==> src/rtl/xip_pkg.sv <==
package xip_pkg;

  typedef enum logic [2:0] {
    PH_OFF,
    PH_CMD,
    PH_ADDR,
    PH_DUMMY,
    PH_DATA,
    PH_SKIP
  } phase_t;

  // number of data lines for a lane selection code
  function automatic logic [2:0] lane_num(input logic [1:0] sel);
    case (sel)
      2'b01:   return 3'd2;
      2'b10:   return 3'd4;
      default: return 3'd1;
    endcase
  endfunction

  // output enable pattern for a lane selection code
  function automatic logic [3:0] lane_oe(input logic [1:0] sel);
    case (sel)
      2'b01:   return 4'b0011;
      2'b10:   return 4'b1111;
      default: return 4'b0010;
    endcase
  endfunction

endpackage

==> src/rtl/xip_mode_ctl.sv <==
module xip_mode_ctl (
  input  logic clk,
  input  logic rst,
  input  logic sel_start,
  input  logic confirm_en,
  input  logic confirm_bit,
  input  logic xip_enable,
  input  logic rescue,
  output logic stay_next
);

  logic in_session;

  always_ff @(posedge clk) begin
    if (rst) begin
      stay_next  <= 1'b0;
      in_session <= 1'b0;
    end else begin
      if (sel_start) in_session <= stay_next;
      if (rescue)
        stay_next <= 1'b0;
      else if (confirm_en)
        stay_next <= ~confirm_bit & (in_session | xip_enable);
    end
  end

  // a rescue request always leaves the next selection in normal state
  a_r11_rescue_wins: assert property (@(posedge clk) disable iff (rst)
    rescue |=> !stay_next);

  // a confirmation bit of 1 always leads out of the command-less state
  a_r7_leave: assert property (@(posedge clk) disable iff (rst)
    (confirm_en && confirm_bit) |=> !stay_next);

  // without the enable, a normal selection cannot enter the mode
  a_r8_gate: assert property (@(posedge clk) disable iff (rst)
    (confirm_en && !in_session && !xip_enable) |=> !stay_next);

endmodule

==> src/rtl/xip_addr_gen.sv <==
module xip_addr_gen #(
  parameter int ADDR_W = 24
) (
  input  logic              clk,
  input  logic              rst,
  input  logic [1:0]        sel,
  input  logic [3:0]        bits,
  input  logic              acc_en,
  input  logic              launch,
  input  logic              advance,
  output logic              mem_rd,
  output logic [ADDR_W-1:0] mem_addr
);

  logic [ADDR_W-1:0] acc;
  logic [ADDR_W-1:0] asm_w;

  always_comb begin
    case (sel)
      2'b01:   asm_w = {acc[ADDR_W-3:0], bits[1:0]};
      2'b10:   asm_w = {acc[ADDR_W-5:0], bits};
      default: asm_w = {acc[ADDR_W-2:0], bits[0]};
    endcase
  end

  always_ff @(posedge clk) begin
    if (rst) begin
      acc      <= '0;
      mem_addr <= '0;
      mem_rd   <= 1'b0;
    end else begin
      mem_rd <= 1'b0;
      if (acc_en) acc <= asm_w;
      if (launch) begin
        mem_addr <= asm_w;
        mem_rd   <= 1'b1;
      end else if (advance) begin
        mem_addr <= mem_addr + 1'b1;
        mem_rd   <= 1'b1;
      end
    end
  end

  // each read request lasts exactly one cycle
  a_r12_single_pulse: assert property (@(posedge clk) disable iff (rst)
    mem_rd |=> !mem_rd);

  // a fetch for the following byte targets the next address, wrapping
  a_r6_step: assert property (@(posedge clk) disable iff (rst)
    (advance && !launch) |=> (mem_addr == $past(mem_addr) + 1'b1));

endmodule

==> src/rtl/xip_out_ser.sv <==
module xip_out_ser
  import xip_pkg::*;
(
  input  logic       clk,
  input  logic       rst,
  input  logic       clear,
  input  logic       shift_en,
  input  logic [1:0] sel,
  input  logic       rvalid,
  input  logic [7:0] rdata,
  output logic       byte_start,
  output logic [3:0] dq_out,
  output logic [3:0] dq_oe
);

  logic [7:0] nb;
  logic [7:0] sr;
  logic [2:0] beat;
  logic [2:0] beat_last;
  logic [7:0] val;

  always_comb begin
    case (sel)
      2'b01:   beat_last = 3'd3;
      2'b10:   beat_last = 3'd1;
      default: beat_last = 3'd7;
    endcase
  end

  assign byte_start = shift_en & (beat == 3'd0);
  assign val        = (beat == 3'd0) ? nb : sr;

  always_ff @(posedge clk) begin
    if (rst) begin
      nb     <= '0;
      sr     <= '0;
      beat   <= '0;
      dq_out <= '0;
      dq_oe  <= '0;
    end else begin
      if (rvalid) nb <= rdata;
      if (clear) begin
        beat   <= '0;
        dq_out <= '0;
        dq_oe  <= '0;
      end else if (shift_en) begin
        case (sel)
          2'b01: begin
            dq_out <= {2'b00, val[7:6]};
            sr     <= {val[5:0], 2'b00};
          end
          2'b10: begin
            dq_out <= val[7:4];
            sr     <= {val[3:0], 4'b0000};
          end
          default: begin
            dq_out <= {2'b00, val[7], 1'b0};
            sr     <= {val[6:0], 1'b0};
          end
        endcase
        dq_oe <= lane_oe(sel);
        beat  <= (beat == beat_last) ? 3'd0 : beat + 3'd1;
      end
    end
  end

  // only the three legal enable patterns, or none, are ever driven
  a_r5_oe_legal: assert property (@(posedge clk) disable iff (rst)
    (dq_oe == 4'b0000) || (dq_oe == 4'b0010) ||
    (dq_oe == 4'b0011) || (dq_oe == 4'b1111));

endmodule

==> src/rtl/xip_read_ctl.sv <==
module xip_read_ctl
  import xip_pkg::*;
#(
  parameter int          ADDR_W     = 24,
  parameter int          DUMMY_W    = 4,
  parameter int          CMD_W      = 8,
  parameter logic [7:0]  FAST_RD_OP = 8'h0B
) (
  input  logic              clk,
  input  logic              rst,
  input  logic              cs_n,
  input  logic              sck_rise,
  input  logic              sck_fall,
  input  logic [3:0]        dq_in,
  input  logic [1:0]        lane_sel,
  input  logic [3:0]        dummy_cfg,
  input  logic              xip_enable,
  input  logic              rescue,
  output logic [3:0]        dq_out,
  output logic [3:0]        dq_oe,
  output logic              mem_rd,
  output logic [ADDR_W-1:0] mem_addr,
  input  logic [7:0]        mem_rdata
);

  localparam int CNT_W = $clog2(ADDR_W + 1);

  phase_t              phase;
  logic                cs_q;
  logic [CNT_W-1:0]    cnt;
  logic [CMD_W-1:0]    cmd_sr;
  logic [CMD_W-1:0]    cmd_next;
  logic [1:0]          sel_r;
  logic [DUMMY_W-1:0]  ndum_r;
  logic                rd_q;
  logic [CNT_W-1:0]    addr_last;
  logic [CNT_W-1:0]    dum_last;

  logic sel_start, acc_en, launch, confirm_en, shift_en, byte_start, stay_next;

  assign sel_start  = cs_q & ~cs_n;
  assign cmd_next   = {cmd_sr[CMD_W-2:0], dq_in[0]};
  assign dum_last   = CNT_W'(ndum_r) - CNT_W'(1);
  assign acc_en     = ~cs_n & sck_rise & (phase == PH_ADDR);
  assign launch     = acc_en & (cnt == addr_last);
  assign confirm_en = ~cs_n & sck_rise & (phase == PH_DUMMY) & (cnt == '0);
  assign shift_en   = ~cs_n & sck_fall & (phase == PH_DATA);

  always_comb begin
    case (sel_r)
      2'b01:   addr_last = CNT_W'(ADDR_W / 2 - 1);
      2'b10:   addr_last = CNT_W'(ADDR_W / 4 - 1);
      default: addr_last = CNT_W'(ADDR_W - 1);
    endcase
  end

  always_ff @(posedge clk) begin
    if (rst) begin
      cs_q   <= 1'b1;
      phase  <= PH_OFF;
      cnt    <= '0;
      cmd_sr <= '0;
      sel_r  <= '0;
      ndum_r <= '1;
      rd_q   <= 1'b0;
    end else begin
      cs_q <= cs_n;
      rd_q <= mem_rd;
      if (cs_n) begin
        phase <= PH_OFF;
        cnt   <= '0;
      end else if (sel_start) begin
        phase  <= stay_next ? PH_ADDR : PH_CMD;
        cnt    <= '0;
        sel_r  <= lane_sel;
        ndum_r <= (dummy_cfg == '0) ? '1 : dummy_cfg;
      end else if (sck_rise) begin
        case (phase)
          PH_CMD: begin
            cmd_sr <= cmd_next;
            if (cnt == CNT_W'(CMD_W - 1)) begin
              cnt   <= '0;
              phase <= (cmd_next == FAST_RD_OP) ? PH_ADDR : PH_SKIP;
            end else begin
              cnt <= cnt + 1'b1;
            end
          end
          PH_ADDR: begin
            if (cnt == addr_last) begin
              cnt   <= '0;
              phase <= PH_DUMMY;
            end else begin
              cnt <= cnt + 1'b1;
            end
          end
          PH_DUMMY: begin
            if (cnt == dum_last) begin
              cnt   <= '0;
              phase <= PH_DATA;
            end else begin
              cnt <= cnt + 1'b1;
            end
          end
          default: ;
        endcase
      end
    end
  end

  xip_mode_ctl u_mode (
    .clk         (clk),
    .rst         (rst),
    .sel_start   (sel_start),
    .confirm_en  (confirm_en),
    .confirm_bit (dq_in[0]),
    .xip_enable  (xip_enable),
    .rescue      (rescue),
    .stay_next   (stay_next)
  );

  xip_addr_gen #(.ADDR_W(ADDR_W)) u_addr (
    .clk      (clk),
    .rst      (rst),
    .sel      (sel_r),
    .bits     (dq_in),
    .acc_en   (acc_en),
    .launch   (launch),
    .advance  (byte_start),
    .mem_rd   (mem_rd),
    .mem_addr (mem_addr)
  );

  xip_out_ser u_ser (
    .clk        (clk),
    .rst        (rst),
    .clear      (cs_n),
    .shift_en   (shift_en),
    .sel        (sel_r),
    .rvalid     (rd_q),
    .rdata      (mem_rdata),
    .byte_start (byte_start),
    .dq_out     (dq_out),
    .dq_oe      (dq_oe)
  );

  // deselection releases the lines by the following cycle
  a_r10_release: assert property (@(posedge clk) disable iff (rst)
    cs_n |=> (dq_oe == 4'b0000 && dq_out == 4'b0000));

  // a rejected command neither drives nor reads
  a_r2_quiet: assert property (@(posedge clk) disable iff (rst)
    (phase == PH_SKIP) |-> (dq_oe == 4'b0000 && !mem_rd));

  // no line is driven while dummy clocks are still being counted
  a_r4_no_early_drive: assert property (@(posedge clk) disable iff (rst)
    (phase == PH_DUMMY) |-> (dq_oe == 4'b0000));

endmodule

==> config.mk <==
export PLATFORM = sky130hd
export DESIGN_NAME = xip_read_ctl
export DESIGN_NICKNAME = d
export VERILOG_FILES = /design/src/rtl/xip_pkg.sv /design/src/rtl/xip_mode_ctl.sv /design/src/rtl/xip_addr_gen.sv /design/src/rtl/xip_out_ser.sv /design/src/rtl/xip_read_ctl.sv
export SDC_FILE = /design/constraint.sdc
export NUM_CORES = 1
export LEC_CHECK = 0
export BUFFER_PORTS_ARGS = -buffer_cell sky130_fd_sc_hd__buf_2
export CAP_MARGIN = 20
export CORE_AREA = 2 2 105 107
export DETAILED_ROUTE_END_ITERATION = 8
export DIE_AREA = 0 0 107 109
export PLACE_DENSITY = 0.78
export SYNTH_ARGS = -nofsm -noshare
export SYNTH_HDL_FRONTEND = slang
export SYNTH_SLANG_ARGS = --single-unit
==> constraint.sdc <==
create_clock -name clk -period 2.1 [get_ports clk]
set_input_delay 0.63 -clock clk [delete_from_list [all_inputs] [get_ports clk]]
set_output_delay 0.63 -clock clk [all_outputs]
set_load 0.02 [all_outputs]
==> impl_metrics.py <==
metrics = {
    "power": {
        "total_power_w": 0.00357,
        "powerDensity_mw_per_mm2": 571,
        "vdd_ir_drop_max_uv": 277,
        "cellLeakagePower_nw": 2.27,
    },
    "floorplanning": {
        "coreArea_sq_mm": 0.0106,
        "die_x_um": 107,
        "die_h_um": 109,
        "initial_utilization_pct": 48.4,
        "fp-row-count": 38,
        "die_area_sq_mm": 0.0117,
        "ios": 58,
    },
    "cts": {
        "htreeDepth": 3,
        "worst_skew_pair.late_latency_ps": 390,
        "numCtsBuffers": 9,
        "clkTransAtPathRegs_ps": 100,
        "clockBufferDepth": 2,
        "holdBufCountCts": 0,
        "clock-sinks": 98,
        "clockRootBuffer": "clkbuf_8",
        "cts_tree": "done",
    },
    "placement": {
        "dp_hpwl_mm": 9.46,
        "gp_congestion": 0.902,
        "dp_cells": 847,
        "portBuffers": 57,
        "place_ws_ps": -249,
    },
    "yosys": {
        "syn-num-nets": 687,
        "syn_area_sq_mm": 0.00513,
        "netlist-cell-type-count": 56,
        "ys_ff_latch": 98,
        "async_reset_ff_share_pct": 0,
        "synth_cells": 653,
        "synth_edf_count": 0,
        "yosysSeqAreaShare_pct": 38.2,
        "synth_flop_cell": "dfxtp_1",
        "yosys_warnings": 0,
        "synth.avg_cell_area_sq_um": 7.86,
    },
    "global_routing": {
        "grt_pass1_vias": 4597,
        "antenna_found_initial": 0,
        "overflow": 0,
        "grt_max_degree": 80,
        "grt_use_total_pct": 23.3,
        "grt_pass1_wl_mm": 21.7,
    },
    "sta": {
        "timing.final.hold_violations": 0,
        "max_slew_margin_pct": 42.7,
        "finalCritPeriodShare_pct": 107,
        "period_minus_slack_ps": 2250,
        "setup_slack_ps": -155,
        "tightest_slew_ps": 859,
        "tns_ps": -2670,
        "drv_slew": 0,
        "rsz0062_at_grt": "yes",
        "fin_skew_ps": 19.4,
        "setup_violations": 24,
        "fmax_mhz": 443,
    },
    "critical_path": {
        "path_max_fanout": 7,
        "critPathLaunchType": "flop",
        "path_class": "reg -> reg",
        "slowest_delay_ps": 480,
        "crit_path_end_kind": "flop",
        "cp_slowest_cell": "a2111oi_4",
        "path_cells": "inv_2, ha_4, or3b_4, a2111oi_4, buf_4, nand2_8, buf_8, o22ai_2, nor3_1",
        "critPathArrivalTime_ps": 2500,
        "required_ps": 2340,
    },
    "cells_and_area": {
        "syn_to_final_growth_pct": 21.8,
        "multi_input_area_sq_mm": 0.00308,
        "antennaDiodeCount": 0,
        "nets": 759,
        "stdcell_count": 870,
        "layout-drive-gt1-share_pct": 22.6,
        "fillCellCount": 910,
        "seqCellArea_sq_mm": 0.00197,
    },
    "drt": {
        "vias": 5049,
        "drtAntennaViolNets": 0,
        "initialDrtViolationCount": 322,
        "wirelength_mm": 13.8,
        "wl_per_cell_um": 15.8,
        "dr.pass1.iters": 5,
        "vias_per_cell": 5.80,
        "route.detailed.drc": 0,
    },
    "status": {
        "violations": "negative setup slack",
        "outcome": "finished with violations",
    },
    "job": {
        "cap_violations": 0,
    },
    "hold_path": {
        "hp-class": "in -> reg",
    },
}
[placed cells by master (no fill, tap or decap), drive strengths merged, types with 7 or more instances in the layout]
cell / synthesis / layout
a211oi: 21 / 21
a21oi: 42 / 42
a22oi: 22 / 22
and3: 7 / 7
buf: 8 / 103
clkbuf: 36 / 12
dfxtp: 98 / 98
ha: 9 / 9
inv: 18 / 21
mux2i: 23 / 23
nand2: 108 / 108
nand2b: 8 / 8
nand3: 19 / 19
nand4: 8 / 8
nor2: 74 / 74
nor3: 18 / 18
nor4: 7 / 7
o21ai: 37 / 37
xnor2: 19 / 19
xor2: 7 / 7
[sequential cells by signal, indices dropped and copies added, names as in the netlist, 2 cells and up]
register	count
cmd_sr	7
cnt	5
ndum_r	4
phase	3
sel_r	2
u_addr.acc	23
u_addr.mem_addr	24
u_ser.beat	3
u_ser.dq_oe	3
u_ser.dq_out	4
u_ser.nb	8
u_ser.sr	7
[critical path: cells and delay by family, from the launching register on]
| kind | cells | cell delay (ps) |
|---|---|---|
| simple gates | 3 | 540 |
| compound gates | 2 | 640 |
| buf+inv | 3 | 430 |
| flops | 1 | 340 |
| fa+ha+maj | 1 | 140 |
[metal layers]
metal	routed length (um)	global-route usage (%)
met5	0	0
met4	389	9.28
met3	766	4.12
met2	6840	41.2
met1	5790	28.2
[cells by family (layout without fill, tap and decap cells)]
kind of cell	after synthesis	in the layout	share of synthesized area (%)
simple gates	279	279	25.9
flops	98	98	38.2
mux	23	23	4.48
xor+xnor	26	26	4.43
fa+ha+maj	9	9	2.19
buf+inv	63	140	5.14
compound gates	155	155	19.6
[report_power, final]
group          switching [W]  internal [W]
clock network       0.000709      0.000716
registers          0.0000116       0.00187
logic               0.000169     0.0000949
[timing repair]
| action | 4_1_cts | 5_1_grt |
|---|---|---|
| cloned | 0 | 2 |
| pin swaps | 5 | 11 |
| gates resized for setup | 8 | 37 |
| endpoints found under the setup margin | 17 | 33 |
| setup buffers | 0 | 7 |
[final cells by class]
cell class | instances | area share, %
tap | 140 | 2.80
inverter | 19 | 1.20
multi-input combinational | 492 | 49.2
clock inverter | 6 | 1.50
clock buffer | 10 | 2.20
sequential | 98 | 31.4
timing repair buffer | 105 | 11.7
[path summary, 6_finish.rpt]
kind,slack (ps),end,start,cells after the start
max reg2reg,-150,u_addr.mem_addr[17],sel_r[1],9
max,-150,u_addr.mem_addr[17],sel_r[1],9
min,400,u_mode.stay_next,rescue,2
min reg2reg,470,u_ser.sr[7],u_ser.sr[7],2
[stage by stage]
stage                     cell area (sq um)  hold slack (ps)  utilization, %
after detailed placement               5750              453            54.3
after global placement                 5750              444            54.3
final                                  6250              400            59.0
after global routing                   6250              385            59.0
after floorplan                        5150              436               -
after CTS                              6010              401            56.6
[synth_stat cells (2+ instances only)]
cell type	n	area share, %
nor4b_1	4	0.68
xnor2_1	19	3.2
nand2_1	107	7.8
a221oi_1	4	0.68
o22ai_1	6	0.73
or3_1	3	0.37
nor4_1	6	0.73
clkbuf_1	36	2.6
nand2b_1	8	0.97
a31oi_1	3	0.37
xor2_1	7	1.2
nand4_1	7	0.85
inv_1	17	1.2
a211oi_1	21	3.1
ha_1	9	2.2
nand3_1	18	1.8
a311oi_1	2	0.34
nand3b_1	2	0.29
dfxtp_1	98	38
buf_1	2	0.15
buf_4	3	0.44
mux2i_1	23	4.5
and2_1	4	0.49
and3_1	7	0.85
and4_1	5	0.85
nand4b_1	2	0.34
nor3_1	18	1.8
nor2_1	74	5.4
o2111ai_1	3	0.51
buf_6	2	0.44
o21ai_0	37	3.6
o221ai_1	5	0.85
a21oi_1	42	4.1
o41ai_1	2	0.34
nor2b_1	5	0.61
a22oi_1	22	3.2
(Power assumes the default switching activity.)
